[config.mk]
export PLATFORM = sky130hd
export DESIGN_NAME = mdio_master
export DESIGN_NICKNAME = d
export VERILOG_FILES = /design/src/rtl/mdio_pkg.sv /design/src/rtl/mdio_clkdiv.sv /design/src/rtl/mdio_frame_shifter.sv /design/src/rtl/mdio_master.sv
export SDC_FILE = /design/constraint.sdc
export NUM_CORES = 1
export LEC_CHECK = 0
export ABC_AREA = 1
export BUFFER_PORTS_ARGS = -buffer_cell sky130_fd_sc_hd__buf_2
export CAP_MARGIN = 20
export CORE_UTILIZATION = 61
export DETAILED_ROUTE_END_ITERATION = 8
export PLACE_DENSITY = 0.84
export SYNTH_ARGS = -nofsm -noshare
export SYNTH_HDL_FRONTEND = slang
export SYNTH_SLANG_ARGS = --single-unit
[constraint.sdc]
create_clock -name clk -period 3.85 [get_ports clk]
set_clock_uncertainty 0.15 [all_clocks]
set_input_delay 0.385 -clock clk [delete_from_list [all_inputs] [get_ports clk]]
set_output_delay 0.385 -clock clk [all_outputs]
set_load 0.01 [all_outputs]
[src/rtl/mdio_pkg.sv]
package mdio_pkg;
  // Command word field positions (the register decode depends on these)
  localparam int BUSY_BIT   = 31;
  localparam int RSEL_HI    = 29;
  localparam int RSEL_LO    = 25;
  localparam int PHY_HI     = 24;
  localparam int PHY_LO     = 20;
  localparam int OP_HI      = 19;
  localparam int OP_LO      = 18;
  localparam int ST_HI      = 17;
  localparam int ST_LO      = 16;
  localparam int DATA_W     = 16;
  localparam int HDR_BITS   = 14;  // start + opcode + phy + reg field

  typedef enum logic [1:0] {
    OPC_XADDR = 2'd0,
    OPC_WRITE = 2'd1,
    OPC_RD_S  = 2'd2,
    OPC_RD_X  = 2'd3
  } mgmt_op_e;

  function automatic logic op_is_read(input logic [1:0] op);
    return op[1];
  endfunction
endpackage

[src/rtl/mdio_clkdiv.sv]
module mdio_clkdiv #(
  parameter int DIV_HALF = 2
) (
  input  logic clk,
  input  logic rst,
  input  logic run,
  output logic mdc,
  output logic rise_tick,
  output logic fall_tick
);
  localparam int CW = (DIV_HALF > 1) ? $clog2(DIV_HALF) : 1;

  logic term;

  generate
    if (DIV_HALF == 1) begin : g_nodiv
      assign term = 1'b1;
    end else begin : g_div
      logic [CW-1:0] cnt;
      always_ff @(posedge clk) begin
        if (rst || !run)                 cnt <= '0;
        else if (cnt == CW'(DIV_HALF-1)) cnt <= '0;
        else                             cnt <= cnt + 1'b1;
      end
      assign term = (cnt == CW'(DIV_HALF-1));
    end
  endgenerate

  assign rise_tick = run && term && !mdc;
  assign fall_tick = run && term &&  mdc;

  always_ff @(posedge clk) begin
    if (rst || !run) mdc <= 1'b0;
    else if (term)   mdc <= ~mdc;
  end

  p_idle_low_r7: assert property (@(posedge clk) disable iff (rst)
    !run |=> !mdc);
  p_rise_needs_run_r7: assert property (@(posedge clk) disable iff (rst)
    $rose(mdc) |-> $past(run));
endmodule

[src/rtl/mdio_frame_shifter.sv]
module mdio_frame_shifter
  import mdio_pkg::*;
#(
  parameter int PRE_BITS = 32
) (
  input  logic              clk,
  input  logic              rst,
  input  logic              start,
  input  logic [31:0]       cmd,
  input  logic              rise_tick,
  input  logic              fall_tick,
  input  logic              mdio_i,
  output logic              mdio_o,
  output logic              mdio_oe,
  output logic              done,
  output logic [DATA_W-1:0] rdata
);
  localparam int FLEN    = PRE_BITS + HDR_BITS + 2 + DATA_W;
  localparam int IW      = $clog2(FLEN);
  localparam int TA_POS  = PRE_BITS + HDR_BITS;
  localparam int DAT_POS = TA_POS + 2;

  logic [FLEN-1:0] sh;
  logic [IW-1:0]   idx;
  logic            rd_q;
  logic [FLEN-1:0] word;

  assign word = {{PRE_BITS{1'b1}},
                 cmd[ST_HI:ST_LO], cmd[OP_HI:OP_LO],
                 cmd[PHY_HI:PHY_LO], cmd[RSEL_HI:RSEL_LO],
                 2'b10, cmd[DATA_W-1:0]};

  always_ff @(posedge clk) begin
    if (rst) begin
      sh      <= '0;
      idx     <= '0;
      rd_q    <= 1'b0;
      mdio_o  <= 1'b1;
      mdio_oe <= 1'b0;
      done    <= 1'b0;
      rdata   <= '0;
    end else begin
      done <= 1'b0;
      if (start) begin
        sh      <= word;
        idx     <= '0;
        rd_q    <= op_is_read(cmd[OP_HI:OP_LO]);
        mdio_o  <= word[FLEN-1];
        mdio_oe <= 1'b1;
      end else begin
        if (rise_tick && rd_q && (int'(idx) >= DAT_POS))
          rdata <= {rdata[DATA_W-2:0], mdio_i};
        if (fall_tick) begin
          if (int'(idx) == FLEN-1) begin
            done    <= 1'b1;
            mdio_oe <= 1'b0;
            mdio_o  <= 1'b1;
            idx     <= '0;
          end else begin
            idx    <= idx + 1'b1;
            sh     <= sh << 1;
            mdio_o <= sh[FLEN-2];
            if (rd_q && (int'(idx) + 1 >= TA_POS)) mdio_oe <= 1'b0;
          end
        end
      end
    end
  end

  p_line_moves_on_fall_r3: assert property (@(posedge clk) disable iff (rst)
    (!fall_tick && !start) |=> $stable(mdio_o));
  p_read_release_r5: assert property (@(posedge clk) disable iff (rst)
    (rd_q && fall_tick && int'(idx) >= TA_POS-1) |=> !mdio_oe);
  p_end_release_r4: assert property (@(posedge clk) disable iff (rst)
    done |-> !mdio_oe);
endmodule

[src/rtl/mdio_master.sv]
module mdio_master
  import mdio_pkg::*;
#(
  parameter int DIV_HALF = 2,
  parameter int PRE_BITS = 32
) (
  input  logic        clk,
  input  logic        rst,
  input  logic        cmd_we,
  input  logic [31:0] cmd_wdata,
  output logic [31:0] cmd_rdata,
  output logic        mdc,
  output logic        mdio_o,
  output logic        mdio_oe,
  input  logic        mdio_i
);
  logic [31:0]       cmd_q;
  logic              busy;
  logic              start;
  logic              rise_tick, fall_tick;
  logic              done;
  logic [DATA_W-1:0] rdata;

  assign busy      = cmd_q[BUSY_BIT];
  assign start     = cmd_we && !busy && cmd_wdata[BUSY_BIT];
  assign cmd_rdata = cmd_q;

  always_ff @(posedge clk) begin
    if (rst) begin
      cmd_q <= '0;
    end else if (cmd_we && !busy) begin
      cmd_q <= cmd_wdata;
    end else if (done) begin
      cmd_q[BUSY_BIT] <= 1'b0;
      if (op_is_read(cmd_q[OP_HI:OP_LO])) cmd_q[DATA_W-1:0] <= rdata;
    end
  end

  mdio_clkdiv #(.DIV_HALF(DIV_HALF)) i_div (
    .clk(clk), .rst(rst), .run(busy),
    .mdc(mdc), .rise_tick(rise_tick), .fall_tick(fall_tick)
  );

  mdio_frame_shifter #(.PRE_BITS(PRE_BITS)) i_shift (
    .clk(clk), .rst(rst), .start(start), .cmd(cmd_wdata),
    .rise_tick(rise_tick), .fall_tick(fall_tick), .mdio_i(mdio_i),
    .mdio_o(mdio_o), .mdio_oe(mdio_oe), .done(done), .rdata(rdata)
  );

  p_busy_hold_r2: assert property (@(posedge clk) disable iff (rst)
    (busy && !done) |=> busy);
  p_done_in_frame_r2: assert property (@(posedge clk) disable iff (rst)
    done |-> busy);
  p_ignore_busy_write_r6: assert property (@(posedge clk) disable iff (rst)
    (busy && !done) |=> (cmd_q == $past(cmd_q)));
  p_store_no_launch_r9: assert property (@(posedge clk) disable iff (rst)
    (cmd_we && !busy && !cmd_wdata[BUSY_BIT]) |=> !busy);
endmodule

Word level (Yosys, flattened, before mapping)
Cells that the tools add are included.
{"block": "classes", "add_sub_neg": 3, "magnitude_cmp": 2, "eq_ne": 2, "mux": 15, "bitwise_logic": 4, "n_reduce_logical": 23}
{"op": "two-way mux 63 bit", "n": 3}
{"op": "two-way mux 16 bit", "n": 3}
{"op": ">= comparator 32 x 7 -> 1 bit, second input constant", "n": 1}
{"op": "AND reduction 2 bit", "n": 5}
{"op": "logical AND 1 bit", "n": 8}
{"op": "two-way mux 1 bit", "n": 8}
{"op": "adder 6 x 1 -> 7 bit, second input constant", "n": 1}
{"op": "adder 6 x 1 -> 6 bit, second input constant", "n": 1}
{"op": "equality test 6 x 1 -> 1 bit, second input constant", "n": 1}
{"op": ">= comparator 6 bit, second input constant", "n": 1}
{"op": "two-way mux 6 bit", "n": 1}
{"op": "nonzero test 2 bit", "n": 3}
{"op": "inverter 1 bit", "n": 4}
{"op": "OR reduction 2 bit", "n": 2}
{"op": "nonzero test 3 bit", "n": 1}
{"op": "OR reduction 3 bit", "n": 1}
{"op": "zero test 1 bit", "n": 2}
{"op": "!= test 2 x 1 -> 1 bit, second input constant", "n": 1}
{"op": "adder 1 bit, second input constant", "n": 1}
{"op": "logical OR 1 bit", "n": 1}
{"block": "totals", "regBits": 123, "inputBits": 36, "out_inout_bits": 35, "word_cells": 62}

Depth between registers and ports, before layout
Gate-level depths: netlist of the first run.
{"block": "depth", "depth_word": 7, "mapped_depth": 10, "depth_no_buf": 10}

Cells and area by module
Synthesis of the first run repeated with hierarchy kept, for this count alone.
{"block": "unflattened", "hier_cells": 682, "hier_area_um2": 5096.1}
{"mod": "mdio_frame_shifter", "n_inst": 1, "cells_each": 455, "area_each_um2": 3519.6}
{"mod": "mdio_master", "n_inst": 1, "cells_each": 215, "area_each_um2": 1496.4}
{"mod": "mdio_clkdiv", "n_inst": 1, "cells_each": 12, "area_each_um2": 80.1}

Worst setup path after synthesis of the first run
No wires, ideal clock.
{"block": "synth_path", "kind": "register -> register", "start": "register i_shift.idx[0]", "end": "register i_shift.sh[59]", "t_arrival_ps": 1358, "t_required_ps": 3584, "setup_slack_ps": 2227, "path_stages_with_launch": 10, "path_buffers": 2, "period_less_slack_ps": 1623, "cell_sequence": "dfxtp_1 ha_1 nand3_2 inv_2 nand2_1 nand2_1 buf_4 buf_4 o21ai_0 nor2_1"}
{"block": "synth_between", "elab_chain_cells": 3}
{"element": "from (decl)", "line_no": "mdio_frame_shifter.sv:24", "text": "logic [IW-1:0] idx;"}
{"element": "from (signal assigned)", "line_no": "mdio_frame_shifter.sv:60", "text": "idx <= idx + 1'b1;"}
{"element": "equality test 6 x 1 -> 1 bit", "line_no": "mdio_frame_shifter.sv:54", "text": "if (int'(idx) == FLEN-1) begin"}
{"element": "!= test 2 x 1 -> 1 bit (no line)"}
{"element": "AND reduction 2 bit (no line)"}
{"element": "to (signal assigned)", "line_no": "mdio_frame_shifter.sv:45", "text": "sh <= word;"}
{"element": "to (signal assigned)", "line_no": "mdio_frame_shifter.sv:61", "text": "sh <= sh << 1;"}
{"element": "to (decl)", "line_no": "mdio_frame_shifter.sv:23", "text": "logic [FLEN-1:0] sh;"}
Every way passes these cells.
A chain may end at the register's enable or synchronous reset.

Final worst setup path of the first run
{"block": "layout_path", "start": "register cmd_q[31], in the netlist cmd_rdata[31]", "end": "register i_shift.sh[57]"}
{"block": "layout_between", "elab_chain_cells": 5, "word_cells_on_any_way": 9, "cone_classes": "eq/ne (1); mux (1); reduce/logical (7)"}
{"element": "from (decl)", "line_no": "mdio_master.sv:17", "text": "logic [31:0] cmd_q;"}
{"element": "from (signal assigned)", "line_no": "mdio_master.sv:32", "text": "cmd_q <= cmd_wdata;"}
{"element": "zero test 1 bit", "line_no": "mdio_master.sv:25", "text": "assign start = cmd_we && !busy && cmd_wdata[BUSY_BIT];"}
{"element": "logical AND 1 bit (2 in series)", "line_no": "mdio_master.sv:25"}
{"element": "!= test 2 x 1 -> 1 bit (no line) / nonzero test 2 bit (equally long branches)"}
{"element": "AND reduction 2 bit (no line)"}
Parallel ways exist; a longest one is shown, timed or not.

==> results of run 1 <==
logic make-up after synthesis:
logic type | after synthesis | share of synthesized area
buffers and inverters | 99 | 0.08627
AO/OA/AOI/OAI | 155 | 0.1612
AND/OR/NAND/NOR | 304 | 0.2510
adder cells (fa/ha/maj) | 2 | 0.005045
flip-flops | 123 | 0.4965
layer usage:
layer	vias to the layer above	wire length [um]	global-route usage
met2	140	6126	0.5087
li1	2305	-	-
met3	30	600	0.07048
met1	2162	5173	0.3541
met4	0	342	0.1471
met5	-	0	0
sequential cells by signal, indices dropped and copies added (netlist names), 6 cells and up:
signal         flops
i_shift.sh        63
cmd_rdata         32
i_shift.rdata     16
i_shift.idx        6
worst min-delay path, stage by stage:
cell     delay (ps)
buf_2           110
nand2_1          60
a31oi_1          80
through the flow:
| stage | hold slack, ps | util | cell area [um^2] | power [mW] | std cells |
|---|---|---|---|---|---|
| floorplan | 273.6 | - | 4960 | 1.559 | 683 |
| global placement | 281.3 | 0.6740 | 5263 | 1.630 | 819 |
| detailed placement | 297.9 | 0.6740 | 5263 | 1.641 | 819 |
| CTS | 0.6617 | 0.7748 | 6050 | 3.291 | 868 |
| global route | 5.727 | 0.7748 | 6050 | 3.390 | 868 |
| finish | 4.190 | 0.7748 | 6050 | 3.291 | 868 |
area by class of cell:
cell class	count	share of cell area
tap	102	0.02110
sequential	123	0.4070
multi-input combinational	461	0.3421
timing repair buffer	90	0.08976
inverter	60	0.03806
clock buffer	21	0.07425
clock inverter	11	0.02771
report_power, final:
| part | total [mW] | internal [mW] | switching, mW |
|---|---|---|---|
| clock | 1.65 | 1.08 | 0.566 |
| sequential | 1.38 | 1.34 | 0.0355 |
| combinational | 0.264 | 0.0979 | 0.166 |
what timing repair did:
action / in CTS / in global routing
hold buffers: 17 / 0
resized for setup: 0 / 0
endpoints found under the hold margin: 18 / 0
cells in the final DEF (no fill, tap or decap), drive strengths merged, types with 5 or more instances in the layout:
master	instances
nor2	87
a21oi	64
clkinv	5
buf	73
inv	60
dfxtp	123
a31oi	16
nand2	204
dlygate4sd3	17
clkbuf	21
nand3	9
o21ai	73
final timing paths:
kind	startpoint	end	slack (ps)	depth (start not counted)
worst max-delay path	cmd_rdata[31]	i_shift.sh[57]	1000	7
worst min-delay path	cmd_wdata[11]	cmd_rdata[11]	4	3
worst min register to register	i_shift.rdata[14]	i_shift.rdata[14]	310	2
worst max register to register	cmd_rdata[31]	i_shift.sh[57]	1000	7
==> flow_summary.json, run 1 <==
{
  "cts.sinks": 123,
  "max-clock-path-buffers": 2,
  "synth-edff-count": 0,
  "chipHeight_um": 92.17,
  "cpPeakStageDelay_ps": 830,
  "final_max_slew_viol_count": 0,
  "critPathArrivalTime_ps": 3140,
  "peakVddDrop_v": 0.0003235,
  "drive_gt1_frac": 0.1554,
  "n_fill_cell": 549,
  "status": "finished, final reports clean",
  "clk_latency_ps": 520,
  "critPathCaptureType": "flop",
  "synthMostInstantiatedCell": "nand2_1",
  "core_area_um2": 7807,
  "synthArstFlopShare": 0,
  "die_width_um": 92.17,
  "final_nets": 791,
  "p_per_area_nw_per_um2": 544.0,
  "ff_latch_area_um2": 2462,
  "port_buffers": 70,
  "antenna_cells": 0,
  "finalWorstSetupSlack_ps": 1002,
  "fp.dieArea_um2": 8495,
  "cp_max_fo": 33,
  "fin_crit_sh": 0.7397,
  "finalSetupTns_ps": 0,
  "place_congestion": 0.7958,
  "antenna_found_initial": 0,
  "vias": 4637,
  "syn_area_per_cell_um2": 7.262,
  "grt.overflow.total": 0,
  "multi_input_area_um2": 2069,
  "path_cells": "inv_2 -> nand2_4 -> inv_2 -> nand2_4 -> nand2_1 -> nor2_1 -> nor2_1",
  "htreeDepth": 4,
  "avgViaCountPerCell": 5.342,
  "pre_cts_ws_ps": 1119,
  "fin_crit_ps": 2848,
  "drtIter0Drc": 280,
  "setup_viol": 0,
  "hpwl_mm": 6.822,
  "maxSlewHeadroom": 0.2912,
  "ios": 71,
  "final-hold-violation-count": 0,
  "grt_pass1_wl_mm": 19.91,
  "worstPathRequired_ps": 4140,
  "maxCapViolations": 0,
  "p_leak_nw": 2.638,
  "grt_pass1_vias": 4295,
  "synthTopCellsByArea": "dfxtp_1 (50%), nand2_1 (15%), o21ai_0 (7.3%)",
  "postCtsSetupBuffers": 0,
  "cp_slowest_cell": "nand2_1",
  "grt_max_degree": 43,
  "synth-seq-cells": 123,
  "area_growth_pct": 21.97,
  "yosysTopAreaCell": "dfxtp_1",
  "yosys.area.top_type_share": 0.4965,
  "cts_tree": "built",
  "hp-class": "in -> reg",
  "root_buffer": "clkbuf_8",
  "drt-total-wl_mm": 12.24,
  "synth_commonest_cells": "nand2_1 (201), dfxtp_1 (123), nor2_1 (83), o21ai_0 (72), a21oi_1 (64)",
  "max_freq_mhz": 351.1,
  "wl_per_cell_um": 14.10,
  "rsz0062_at_grt": "no",
  "grtUsageTotal": 0.2996,
  "syn_inst": 683,
  "crit_family": "simple AND/OR/NAND/NOR gates",
  "drc_errors": 0,
  "startpoint_type": "flop",
  "row_count": 32,
  "cp.buffers_inverters": 2,
  "synth_nets": 721,
  "crit_type": "reg -> reg",
  "ys_types": 28,
  "worst_pin_slew_ps": 1061,
  "ys_warn_count": 0,
  "ant_nets": 0,
  "seq_area_frac_synth": 0.4965,
  "syn_area_um2": 4960,
  "cts_buffers": 17,
  "clk_pin_slew_ps": 60,
  "synth_flop_cell": "dfxtp_1",
  "firstDrtPassIters": 5,
  "start_util": 0.6353
}
No activity file was read; power rests on OpenSTA's default activity.
==> run 2: changes to the inputs <==
--- a/config.mk
+++ b/config.mk
@@ -8,9 +8,9 @@
 export ABC_AREA = 1
 export BUFFER_PORTS_ARGS = -buffer_cell sky130_fd_sc_hd__buf_2
 export CAP_MARGIN = 20
-export CORE_UTILIZATION = 61
+export CORE_UTILIZATION = 57
 export DETAILED_ROUTE_END_ITERATION = 8
-export PLACE_DENSITY = 0.84
+export PLACE_DENSITY = 0.79
 export SYNTH_ARGS = -nofsm -noshare
 export SYNTH_HDL_FRONTEND = slang
 export SYNTH_SLANG_ARGS = --single-unit
==> constraint.sdc (replaced) <==
create_clock -name clk -period 2.9 [get_ports clk]
set_clock_uncertainty 0.15 [all_clocks]
set_input_delay 0.29 -clock clk [delete_from_list [all_inputs] [get_ports clk]]
set_output_delay 0.29 -clock clk [all_outputs]
set_load 0.01 [all_outputs]
==> run 2 against run 1 <==
Hold slack gained 28 ps. Fmax up 21%. Count of clock-buffer cells in the layout shrank 3. Critical endpoint is now cmd_rdata[12]. First-iteration DRC count fell by 25%. Global-route usage is 2.9 points lower. Critical path depth down 2. Critical path type unchanged. Non-clock buffer count rose by 19. Cell count grew 2.5%. Die area increased by 6.9%. Combinational power is 37% higher. Clock power grew 33%. Register-to-register slack worse by 450 ps.
==> flow_summary.json, run 2 (synthesis gave the netlist of run 1 again) <==
{
  "finalSetupTns_ps": 0,
  "start_util": 0.5976,
  "avgViaCountPerCell": 5.210,
  "cts_buffers": 17,
  "postCtsHoldBufs": 32,
  "fp.dieArea_um2": 9078,
  "drt-total-wl_mm": 11.74,
  "crit_type": "reg -> reg",
  "design_area_um2": 6237,
  "regMostFlops": "i_shift.sh",
  "worst_pin_slew_ps": 897.7,
  "p_leak_nw": 2.720,
  "final_nets": 810,
  "max_freq_mhz": 425.6,
  "drtIter0Drc": 210,
  "port_buffers": 70,
  "maxCapViolations": 0,
  "final_util": 0.7515,
  "grtUsageTotal": 0.2703,
  "htreeDepth": 4,
  "layout_common_cells": "nand2_1 (201), dfxtp_1 (123), nor2_1 (83), o21ai_0 (72), buf_2 (70)",
  "startpoint_type": "flop",
  "critPathCaptureType": "flop",
  "antenna_found_initial": 0,
  "cpPeakStageDelay_ps": 640,
  "grt.overflow.total": 0,
  "setup_viol": 0,
  "worstPathRequired_ps": 3090,
  "cp_slowest_cell": "nand2_1",
  "path_cells": "inv_2 -> nand2_4 -> nand2_1 -> o21ai_0 -> a31oi_1",
  "n_fill_cell": 599,
  "fin_crit_sh": 0.8101,
  "final-hold-violation-count": 0,
  "grt_pass1_wl_mm": 19.04,
  "final_common_cell": "nand2_1",
  "wl_per_cell_um": 13.19,
  "fin_crit_ps": 2349,
  "cp_max_fo": 33,
  "hp-class": "in -> reg",
  "hpwl_mm": 6.829,
  "row_count": 33,
  "status": "finished, final reports clean",
  "cts_tree": "built",
  "clk_latency_ps": 510,
  "rsz0062_at_grt": "no",
  "area_growth_pct": 25.76,
  "maxSlewHeadroom": 0.4001,
  "antenna_cells": 0,
  "dp_cells": 826,
  "die_width_um": 95.28,
  "clk_pin_slew_ps": 60,
  "ctsResizeCount": 0,
  "postCtsSetupBuffers": 0,
  "place_congestion": 0.7969,
  "grt_pass1_vias": 4289,
  "root_buffer": "clkbuf_8",
  "peakVddDrop_v": 0.0004979,
  "critPathArrivalTime_ps": 2540,
  "largest_reg_flops": 63,
  "vias": 4637,
  "ant_nets": 0,
  "grt_max_degree": 43,
  "firstDrtPassIters": 5,
  "chipHeight_um": 95.28,
  "ios": 71,
  "drc_errors": 0,
  "stdcell_count": 890,
  "final_max_slew_viol_count": 0,
  "max-clock-path-buffers": 2,
  "place_area_um2": 5296,
  "drive_gt1_frac": 0.1592,
  "core_area_um2": 8299,
  "p_per_area_nw_per_um2": 702.7,
  "cts.sinks": 123
}
==> run 2: changes by cell type in the layout (fill, tap and decap cells not counted) <==
cell,previous run,this run
buf_4,3,7
clkbuf_1,2,0
clkbuf_8,3,2
clkinv_4,2,1
clkinvlp_4,2,3
dlygate4sd3_1,17,32
inv_6,0,3
==> run 2: critical path: cells and delay by family (launching register included) <==
kind / cells / cell delay, ps
simple gates: 2 / 970
compound gates: 2 / 560
buf+inv: 1 / 100
flops: 1 / 390
==> run 2: path summary, 6_finish.rpt <==
check | cells past startpoint | slack [ps] | endpoint | startpoint
setup reg to reg | 5 | 550 | cmd_rdata[12] | cmd_rdata[31]
hold reg to reg | 2 | 300 | i_shift.rdata[15] | i_shift.rdata[15]
hold / removal | 4 | 30 | i_shift.rd_q | cmd_wdata[31]
setup / recovery | 5 | 550 | cmd_rdata[12] | cmd_rdata[31]
==> run 2: area by class of cell <==
class                   instances  area (um^2)  area share
repair buffers                109        723.2      0.1159
well taps                     105        131.4     0.02106
multi-input cells             461         2069      0.3318
clock buffers                  18        427.9     0.06861
clock inverters                14        192.7     0.03089
inverters                      60        230.2     0.03691
flip-flops and latches        123         2462      0.3948
==> run 2: layer usage <==
| metal | routed length (um) | vias up | track usage |
|---|---|---|---|
| met1 | 5101 | 2148 | 0.3241 |
| met3 | 580 | 20 | 0.06699 |
| li1 | - | 2339 | - |
| met5 | 0 | - | 0 |
| met2 | 5892 | 130 | 0.4631 |
| met4 | 163 | 0 | 0.1048 |
==> run 2: power breakdown <==
part / switching, mW / total, mW / internal, mW
combinational: 0.217 / 0.362 / 0.145
sequential: 0.0470 / 1.83 / 1.78
clock: 0.771 / 2.19 / 1.42
total: 1.03 / 4.38 / 3.35
==> run 2: stage by stage <==
| stage | setup WS (ps) | hold WS [ps] | power [mW] |
|---|---|---|---|
| after floorplan | 1277 | 250.2 | 2.070 |
| after global placement | 778.7 | 281.2 | 2.170 |
| after detailed placement | 724.4 | 287.2 | 2.181 |
| after CTS | 679.8 | 2.514 | 4.398 |
| after global routing | 394.8 | 43.15 | 4.524 |
| final | 550.6 | 32.13 | 4.383 |
==> run 3: changes to the inputs <==
--- a/config.mk
+++ b/config.mk
@@ -8,9 +8,9 @@
 export ABC_AREA = 1
 export BUFFER_PORTS_ARGS = -buffer_cell sky130_fd_sc_hd__buf_2
 export CAP_MARGIN = 20
-export CORE_UTILIZATION = 57
+export CORE_UTILIZATION = 51
 export DETAILED_ROUTE_END_ITERATION = 8
-export PLACE_DENSITY = 0.79
+export PLACE_DENSITY = 0.75
 export SYNTH_ARGS = -nofsm -noshare
 export SYNTH_HDL_FRONTEND = slang
 export SYNTH_SLANG_ARGS = --single-unit
==> constraint.sdc (replaced) <==
create_clock -name clk -period 2 [get_ports clk]
set_clock_uncertainty 0.15 [all_clocks]
set_input_delay 0.2 -clock clk [delete_from_list [all_inputs] [get_ports clk]]
set_output_delay 0.2 -clock clk [all_outputs]
set_load 0.01 [all_outputs]
==> run 3 against run 2 <==
Combinational power up 51%. Hold slack worse by 28 ps. Critical path depth up 4. Power up 41%. Count of clock-buffer cells in the layout up 1. Sequential power up 45%. Core utilization down 7.2 points. Sequential share of layout area down 0.61 points. Clock power up 37%.
==> flow_summary.json, run 3 (synthesis gave the netlist of run 1 again) <==
{
  "status": "finished, final reports clean",
  "avgViaCountPerCell": 5.062,
  "finalWorstSetupSlack_ps": 143.6,
  "antenna_cells": 0,
  "grt_max_degree": 43,
  "grt_pass1_wl_mm": 20.06,
  "rsz0062_at_grt": "no",
  "ant_nets": 0,
  "cts_tree": "built",
  "drtIter0Drc": 263,
  "holdWs_ps": 3.799,
  "htreeDepth": 4,
  "drt-total-wl_mm": 12.11,
  "final_nets": 818,
  "root_buffer": "clkbuf_8",
  "maxSlewHeadroom": 0.7038,
  "fin_crit_sh": 0.9282,
  "crit_type": "reg -> reg",
  "final-hold-violation-count": 0,
  "port_buffers": 70,
  "place_congestion": 0.7597,
  "pre_cts_ws_ps": 75.68,
  "startpoint_type": "flop",
  "critPathCaptureType": "flop",
  "finalSetupTns_ps": 0,
  "wl_per_cell_um": 13.13,
  "largest_reg_flops": 63,
  "antenna_found_initial": 0,
  "max_freq_mhz": 538.7,
  "regMostFlops": "i_shift.sh",
  "maxCapViolations": 0,
  "layout_common_cells": "nand2_1 (200), dfxtp_1 (121), nor2_1 (83), o21ai_0 (72), buf_2 (70)",
  "firstDrtPassIters": 5,
  "worstPathRequired_ps": 2250,
  "chipHeight_um": 100.6,
  "max-clock-path-buffers": 2,
  "vias": 4667,
  "final_util": 0.6798,
  "row_count": 35,
  "final_max_slew_viol_count": 0,
  "clk_latency_ps": 530,
  "grtUsageTotal": 0.2538,
  "hp-class": "in -> reg",
  "fp.dieArea_um2": 10120,
  "p_leak_nw": 2.747,
  "cts_buffers": 17,
  "core_area_um2": 9328,
  "p_per_area_nw_per_um2": 974.8,
  "worst_pin_slew_ps": 444.4,
  "die_width_um": 100.6,
  "ios": 71,
  "hpwl_mm": 7.168,
  "critPathArrivalTime_ps": 2100,
  "area_growth_pct": 27.85,
  "fin_crit_ps": 1856,
  "cp_max_fo": 28,
  "final_common_cell": "nand2_1",
  "setup_viol": 0,
  "peakVddDrop_v": 0.0007008,
  "grt.overflow.total": 0,
  "grt_pass1_vias": 4468,
  "drive_gt1_frac": 0.1702,
  "drc_errors": 0,
  "start_util": 0.5317,
  "clk_pin_slew_ps": 60,
  "cts.sinks": 123
}
-- run 3: cell count changes in the layout (fill, tap and decap cells not counted), moves of 2 or more --
cell	delta
buf_12	+2
dfxtp_1	-2
clkinv_4	+3
dfxtp_2	+2
bufinv_16	-2
inv_6	-2
dlygate4sd3_1	+2
buf_6	+2
-- run 3: power breakdown --
part	switching, mW	internal [mW]
clock network	1.14	1.84
registers	0.0675	2.58
logic	0.319	0.226
-- run 3: worst max-delay path: stages (launching register included) --
cell     delay (ps)
dfxtp_1         350
inv_2           150
nand2_4         170
inv_2           120
nand2_4         100
inv_4           290
nor2_4           80
buf_12          160
a21oi_1         120
nor2_1           50
-- run 3: through the flow --
step           std cells  power [mW]  instance area, um^2
6_report             922       6.181                 6341
5_1_grt              922       6.411                 6341
4_1_cts              920       6.199                 6295
3_5_place_dp         854       3.176                 5369
3_3_place_gp         854       3.155                 5369
2_1_floorplan        683       3.001                 4960
-- run 3: cell type report --
cell class / count / area (um^2)
clock buffer: 19 / 441.7
inverter: 60 / 230.2
multi-input combinational: 462 / 2086
fill: 770 / 2987
sequential: 123 / 2465
clock inverter: 13 / 143.9
tap: 129 / 161.4
timing repair buffer: 116 / 813.3
-- run 3: worst paths after layout --
check                                      start  slack [ps]               end  cells after the start
worst max-delay path               cmd_rdata[31]         140    i_shift.sh[19]                      9
worst min-delay path                         rst           4    i_shift.sh[22]                      4
worst max register to register     cmd_rdata[31]         140    i_shift.sh[19]                      9
worst min register to register  i_shift.rdata[9]         310  i_shift.rdata[9]                      2
-- run 3: metal layers --
layer | routed length (um) | GRT usage | vias up
met5 | 0 | 0 | -
met3 | 544 | 0.06449 | 21
li1 | - | - | 2358
met2 | 6083 | 0.4447 | 121
met4 | 218 | 0.1003 | 0
met1 | 5263 | 0.2970 | 2167
-- run 3: timing repair --
action	CTS	global route
resized for setup	0	6
buffers inserted	0	1
hold buffers	34	0
endpoints found under the hold margin	63	0
setup endpoints to repair	0	60
